==> src/rtl/wbio_pkg.sv <==
// Shared types for the posted-write buffer with I/O read interlock.
package wbio_pkg;
    // Bus sequencer states.
    typedef enum logic [2:0] {
        ST_IDLE,    // no bus cycle
        ST_WR,      // background drain of one buffered write
        ST_RD,      // first attempt of a core read
        ST_FLUSH,   // draining writes after a decode on an inhibited read
        ST_REPLAY   // read reissued without inhibit
    } wb_state_e;
endpackage

==> src/rtl/wbio_fifo.sv <==
// Posted-write FIFO of address/data pairs.
// Assumes push is never raised while full and pop never while empty.
// Head outputs stay valid and stable until the entry is popped.
module wbio_fifo #(
    parameter int DEPTH  = 4,
    parameter int ADDR_W = 16,
    parameter int DATA_W = 16
) (
    input  logic              clk,
    input  logic              rst_n,
    input  logic              push,
    input  logic [ADDR_W-1:0] push_addr,
    input  logic [DATA_W-1:0] push_data,
    input  logic              pop,
    output logic [ADDR_W-1:0] head_addr,
    output logic [DATA_W-1:0] head_data,
    output logic              full,
    output logic              empty,
    output logic              last
);
    localparam int PW = (DEPTH > 1) ? $clog2(DEPTH) : 1;
    localparam int CW = $clog2(DEPTH + 1);

    logic [PW-1:0]     wr_ptr, rd_ptr;
    logic [CW-1:0]     count;
    logic [ADDR_W-1:0] addr_mem [DEPTH];
    logic [DATA_W-1:0] data_mem [DEPTH];

    function automatic logic [PW-1:0] bump(input logic [PW-1:0] p);
        return (p == PW'(DEPTH - 1)) ? '0 : p + PW'(1);
    endfunction

    // One storage slot per entry, written when the write pointer selects it.
    for (genvar i = 0; i < DEPTH; i++) begin : g_slot
        always_ff @(posedge clk) begin
            if (!rst_n) begin
                addr_mem[i] <= '0;
                data_mem[i] <= '0;
            end else if (push && wr_ptr == PW'(i)) begin
                addr_mem[i] <= push_addr;
                data_mem[i] <= push_data;
            end
        end
    end

    // Pointer and occupancy bookkeeping.
    always_ff @(posedge clk) begin
        if (!rst_n) begin
            wr_ptr <= '0;
            rd_ptr <= '0;
            count  <= '0;
        end else begin
            if (push) wr_ptr <= bump(wr_ptr);
            if (pop)  rd_ptr <= bump(rd_ptr);
            case ({push, pop})
                2'b10:   count <= count + CW'(1);
                2'b01:   count <= count - CW'(1);
                default: count <= count;
            endcase
        end
    end

    // Head and status flags.
    always_comb begin
        head_addr = addr_mem[rd_ptr];
        head_data = data_mem[rd_ptr];
        full      = (count == CW'(DEPTH));
        empty     = (count == '0);
        last      = (count == CW'(1));
    end
endmodule

==> src/rtl/wbio_ctrl.sv <==
// Bus sequencer: gives core reads priority, drains posted writes,
// marks reads that overtake writes with inhibit, and on a device decode
// flushes the buffer and replays the read. One bus cycle at a time;
// bus outputs come from registered state and stay put until bus_ack.
module wbio_ctrl
    import wbio_pkg::*;
#(
    parameter int ADDR_W = 16,
    parameter int DATA_W = 16
) (
    input  logic              clk,
    input  logic              rst_n,
    input  logic              core_req,
    input  logic              core_we,
    input  logic [ADDR_W-1:0] core_addr,
    input  logic              core_ci,
    output logic              core_ready,
    output logic [DATA_W-1:0] core_rdata,
    output logic              core_rcache,
    input  logic              buf_full,
    input  logic              buf_empty,
    input  logic              buf_last,
    input  logic [ADDR_W-1:0] head_addr,
    input  logic [DATA_W-1:0] head_data,
    output logic              push,
    output logic              pop,
    output logic              bus_req,
    output logic              bus_we,
    output logic [ADDR_W-1:0] bus_addr,
    output logic [DATA_W-1:0] bus_wdata,
    output logic              bus_inhibit,
    input  logic              bus_ack,
    input  logic              bus_decode_n,
    input  logic [DATA_W-1:0] bus_rdata
);
    wb_state_e         state_q, state_d;
    logic [ADDR_W-1:0] rd_addr_q;
    logic              rd_ci_q;
    logic              inh_q;
    logic              rd_cyc, wr_cyc, retry, rd_done, wr_ok;

    // Bus drive, core handshake and FIFO control.
    always_comb begin
        rd_cyc      = (state_q == ST_RD) || (state_q == ST_REPLAY);
        wr_cyc      = (state_q == ST_WR) || (state_q == ST_FLUSH);
        bus_req     = rd_cyc || wr_cyc;
        bus_we      = wr_cyc;
        bus_addr    = wr_cyc ? head_addr : rd_addr_q;
        bus_wdata   = head_data;
        bus_inhibit = (state_q == ST_RD) && inh_q;
        retry       = bus_inhibit && bus_ack && !bus_decode_n;
        rd_done     = rd_cyc && bus_ack && !retry;
        wr_ok       = ((state_q == ST_IDLE) || (state_q == ST_WR)) && !buf_full;
        push        = core_req && core_we && wr_ok;
        pop         = wr_cyc && bus_ack;
        core_ready  = core_req && (core_we ? wr_ok : rd_done);
        core_rdata  = bus_rdata;
        core_rcache = !rd_ci_q && bus_decode_n;
    end

    // Next-state selection; reads win over drains when the bus is free.
    always_comb begin
        state_d = state_q;
        case (state_q)
            ST_IDLE: begin
                if (core_req && !core_we) state_d = ST_RD;
                else if (!buf_empty)      state_d = ST_WR;
            end
            ST_WR:     if (bus_ack) state_d = ST_IDLE;
            ST_RD:     if (bus_ack) state_d = retry ? ST_FLUSH : ST_IDLE;
            ST_FLUSH:  if (bus_ack && buf_last) state_d = ST_REPLAY;
            ST_REPLAY: if (bus_ack) state_d = ST_IDLE;
            default:   state_d = ST_IDLE;
        endcase
    end

    // State register and capture of the read being served.
    always_ff @(posedge clk) begin
        if (!rst_n) begin
            state_q   <= ST_IDLE;
            rd_addr_q <= '0;
            rd_ci_q   <= 1'b0;
            inh_q     <= 1'b0;
        end else begin
            state_q <= state_d;
            if (state_q == ST_IDLE && core_req && !core_we) begin
                rd_addr_q <= core_addr;
                rd_ci_q   <= core_ci;
                inh_q     <= !buf_empty;
            end
        end
    end
endmodule

==> src/rtl/wbio_top.sv <==
// Posted-write buffer with I/O read interlock: the FIFO holds posted
// writes, the sequencer owns the bus. Assumes the core holds a request
// stable until core_ready and that devices sample decode only with ack.
module wbio_top #(
    parameter int ADDR_W = 16,
    parameter int DATA_W = 16,
    parameter int DEPTH  = 4
) (
    input  logic              clk,
    input  logic              rst_n,
    input  logic              core_req,
    input  logic              core_we,
    input  logic [ADDR_W-1:0] core_addr,
    input  logic [DATA_W-1:0] core_wdata,
    input  logic              core_ci,
    output logic              core_ready,
    output logic [DATA_W-1:0] core_rdata,
    output logic              core_rcache,
    output logic              bus_req,
    output logic              bus_we,
    output logic [ADDR_W-1:0] bus_addr,
    output logic [DATA_W-1:0] bus_wdata,
    output logic              bus_inhibit,
    input  logic              bus_ack,
    input  logic              bus_decode_n,
    input  logic [DATA_W-1:0] bus_rdata
);
    logic              push, pop, buf_full, buf_empty, buf_last;
    logic [ADDR_W-1:0] head_addr;
    logic [DATA_W-1:0] head_data;

    wbio_fifo #(.DEPTH(DEPTH), .ADDR_W(ADDR_W), .DATA_W(DATA_W)) u_fifo (
        .clk(clk), .rst_n(rst_n),
        .push(push), .push_addr(core_addr), .push_data(core_wdata),
        .pop(pop), .head_addr(head_addr), .head_data(head_data),
        .full(buf_full), .empty(buf_empty), .last(buf_last)
    );

    wbio_ctrl #(.ADDR_W(ADDR_W), .DATA_W(DATA_W)) u_ctrl (
        .clk(clk), .rst_n(rst_n),
        .core_req(core_req), .core_we(core_we), .core_addr(core_addr),
        .core_ci(core_ci), .core_ready(core_ready), .core_rdata(core_rdata),
        .core_rcache(core_rcache),
        .buf_full(buf_full), .buf_empty(buf_empty), .buf_last(buf_last),
        .head_addr(head_addr), .head_data(head_data),
        .push(push), .pop(pop),
        .bus_req(bus_req), .bus_we(bus_we), .bus_addr(bus_addr),
        .bus_wdata(bus_wdata), .bus_inhibit(bus_inhibit),
        .bus_ack(bus_ack), .bus_decode_n(bus_decode_n), .bus_rdata(bus_rdata)
    );
endmodule

==> config.mk <==
export PLATFORM = sky130hd
export DESIGN_NAME = wbio_top
export DESIGN_NICKNAME = d
export VERILOG_FILES = /design/src/rtl/wbio_pkg.sv /design/src/rtl/wbio_fifo.sv /design/src/rtl/wbio_ctrl.sv /design/src/rtl/wbio_top.sv
export SDC_FILE = /design/constraint.sdc
export NUM_CORES = 1
export LEC_CHECK = 0
export BUFFER_PORTS_ARGS = -buffer_cell sky130_fd_sc_hd__buf_4
export CAP_MARGIN = 25
export CORE_MARGIN = 4
export CORE_UTILIZATION = 52
export CTS_CLUSTER_DIAMETER = 200
export DETAILED_ROUTE_END_ITERATION = 7
export PLACE_DENSITY_LB_ADDON = 0.25
export SETUP_SLACK_MARGIN = 0.05
export SYNTH_ARGS = -nofsm -noshare
export SYNTH_HDL_FRONTEND = slang
export SYNTH_SLANG_ARGS = --single-unit
==> constraint.sdc <==
create_clock -name clk -period 1.9 [get_ports clk]
set_input_delay 0.19 -clock clk [delete_from_list [all_inputs] [get_ports clk]]
set_output_delay 0.19 -clock clk [all_outputs]
set_load 0.05 [all_outputs]
==> impl_metrics.toml <==
[timing]
fmax_ghz = 0.476
period_share_pct = 111
holdWs_ns = 0.0429
maxSlewViolCount = 0
fin_crit_ns = 2.10
hold_viol = 0
slew_headroom_pct = 72.5
setup_ws_ns = -0.200
tightest_slew_ns = 0.402
setup_viol = 31
rsz0062_at_grt = "true"
finalClockSkew_ns = 0.00439

[global_routing]
gr-total-overflow = 0
grt_usage_pct = 20.3
grt_pass1_wl_mm = 24.8
grt_max_degree = 22
grt_pass1_vias = 4611
antenna_found_initial = 0

[yosys]
synth_seq_cells = 158
yosys_warnings = 0
synthCells = 521
yosysUniqueCellTypes = 45
synth_area_um2 = 7390
synthesis.nets = 586
seq_area_frac_synth_pct = 60.2
synth-edff-count = 128
yosys_most_used_dff = "edfxtp_1"
ys_async_sr_fraction_pct = 0
avgSynthCellArea_um2 = 14.2

[routing]
drt_iter0_drc = 285
routed_wl_mm = 15.5
viasPerCell = 5.49
drc_errors = 0
ant_nets = 0
dr.pass1.iters = 5
post_drt_wl_per_cell_um = 19.1
via_count = 4450

[power]
total_power_mw = 10.7
ir_drop_mv = 0.640
power.density_nw_per_um2 = 1160
p_leak_nw = 3.55

[floorplan]
die_area_um2 = 16200
fp-row-count = 43
die_y_um = 127
initial_core_util_pct = 53.2
core-area_um2 = 13900
pin_count = 108
die_w_um = 127

[clock_network]
clk_latency_ns = 0.42
clockBufferDepth = 2
cts_tree = "yes"
cts.clk_slew.worst_paths_ns = 0.06
h-tree-depth = 4
cts_sinks = 158
root_buffer = "clkbuf_16"
cts_buffers = 17

[critical_path]
critical_path_class = "reg2out"
cpMaxStageDelayCell = "mux4_2"
crit_buf_inv = 2
arrival_ns = 1.91
crit_family = "multiplexers"
worstPathCellList = "buf_12, mux4_2, mux2_2, buf_6"
cp-start-kind = "register"
worstPathMaxFanout = 10
max_stage_delay_ns = 0.53
crit_required_ns = 1.71
end_kind = "output port"

[finish]
syn_to_final_growth_pct = 24.2
layout-drive-gt1-share_pct = 35.7
layout.filler_cells = 982
antennaDiodeCount = 0
layout.nets = 682
finalInstanceArea_um2 = 9170

[run_status]
violations = "negative setup slack"
status = "complete, but fails checks"

[place]
dpl_cell_area_um2 = 8320
hpwl_mm = 10.2
finalWeightedCongestion = 0.779
port_buffers = 75

[worst_hold_path]
hp-class = "in2reg"

[flow_run]
max_cap_viol_count = 0
[state kept, by name (all words and copies together), names as in the netlist, named ones only]
register and flops:
u_fifo.count 3, u_fifo.rd_ptr 2, u_ctrl.state_q 3, u_fifo.addr_mem 64
u_fifo.wr_ptr 2, u_ctrl.rd_ci_q 1, u_fifo.data_mem 64, u_ctrl.inh_q 1
u_ctrl.rd_addr_q 16
[worst paths after layout]
path,from,to,slack (ns),depth (start not counted)
hold / removal,core_addr[6],u_ctrl.rd_addr_q[6],0.04,3
setup / recovery,register,bus_addr[1],-0.20,4
setup reg to reg,u_ctrl.state_q[2],u_fifo.count[2],0.10,8
hold reg to reg,u_ctrl.rd_addr_q[0],u_ctrl.rd_addr_q[0],0.45,2
[synth_stat cells, types with 2 or more instances]
cell type,n,area (um2)
and2_1,128,801
edfxtp_1,128,3840
nand2_1,44,165
dfxtp_1,30,601
buf_4,29,218
mux4_2,26,586
a21oi_1,23,115
mux2_2,12,135
ha_1,10,125
inv_1,9,33.8
buf_2,7,35.0
nor2_1,7,26.3
buf_6,6,67.6
mux4_1,6,158
clkbuf_1,5,18.8
and3_1,4,25.0
mux2_4,4,60.1
o21ai_0,4,20.0
a211oi_1,3,22.5
and3_4,3,33.8
nor2b_1,3,18.8
a311oi_1,2,17.5
mux2i_1,2,20.0
nand3_1,2,10.0
or3_1,2,12.5
xnor2_1,2,17.5
xor2_1,2,17.5
[worst reg2reg max path, stage by stage (launching register included)]
cell and delay [ns]:
dfxtp_4 0.36, buf_6 0.12, nand4bb_1 0.20, a21oi_2 0.22, inv_2 0.10, ha_4 0.17, mux2i_1 0.12, or3_1 0.33
a21oi_2 0.12
[per-layer routing]
layer | GRT usage, % | part of all wire, % | vias up
met5 | 0 | 0 | -
met4 | 7.00 | 1.3 | 0
met3 | 4.60 | 5.1 | 24
met2 | 34.1 | 51 | 135
met1 | 26.3 | 42 | 2242
li1 | - | - | 2049
[through the flow]
step	setup WS, ns	setup TNS, ns	cells	utilization [%]
after floorplan	-0.0706	-0.0706	521	-
after global placement	0.108	0	765	60.0
after detailed placement	0.0537	0	765	60.0
after CTS	-0.255	-5.95	808	65.7
after global routing	-0.257	-7.06	810	66.1
final	-0.200	-5.00	810	66.1
[placed cells by master (no fill, tap or decap), types with 5 or more instances in the layout]
master,n
clkbuf_16,17
and2_1,128
edfxtp_1,128
dfxtp_1,26
clkinv_2,6
ha_1,9
mux2_4,7
buf_4,63
mux4_2,32
a21oi_1,21
nand2_1,40
clkinv_1,5
mux2_2,9
buf_12,16
nor2_1,7
buf_6,42
inv_1,8
[logic make-up (layout without fill, tap and decap cells)]
kind of cell	count (synthesis)	in the layout	synth area share [%]
mux	50	50	13.0
buf+inv	58	167	5.37
fa+ha+maj	11	11	1.83
xor+xnor	4	4	0.474
simple gates	203	203	16.2
flops	158	158	60.2
compound gates	37	37	3.00
[final cells by class]
class | count | area [um2] | area share (%)
Sequential cell | 158 | 4460 | 48.6
Clock buffer | 17 | 425 | 4.64
Timing Repair Buffer | 125 | 1320 | 14.4
Inverter | 10 | 37.5 | 0.409
Clock inverter | 15 | 105 | 1.15
Tap cell | 180 | 225 | 2.46
Multi-Input combinational cell | 305 | 2600 | 28.4
[report_power, final]
| group | switching, mW | internal (mW) | leakage, nW |
|---|---|---|---|
| clock | 1.30 | 1.76 | 0.254 |
| combinational | 1.87 | 1.51 | 1.72 |
| sequential | 0.131 | 4.08 | 1.58 |
[repair_timing]
item,4_1_cts,5_1_grt
hold buffers,1,0
endpoints found under the setup margin,34,103
setup buffers,10,2
gates resized for setup,53,16
pin swaps,2,3
endpoints found under the hold margin,1,0
Power figures use the tool's default switching activity.
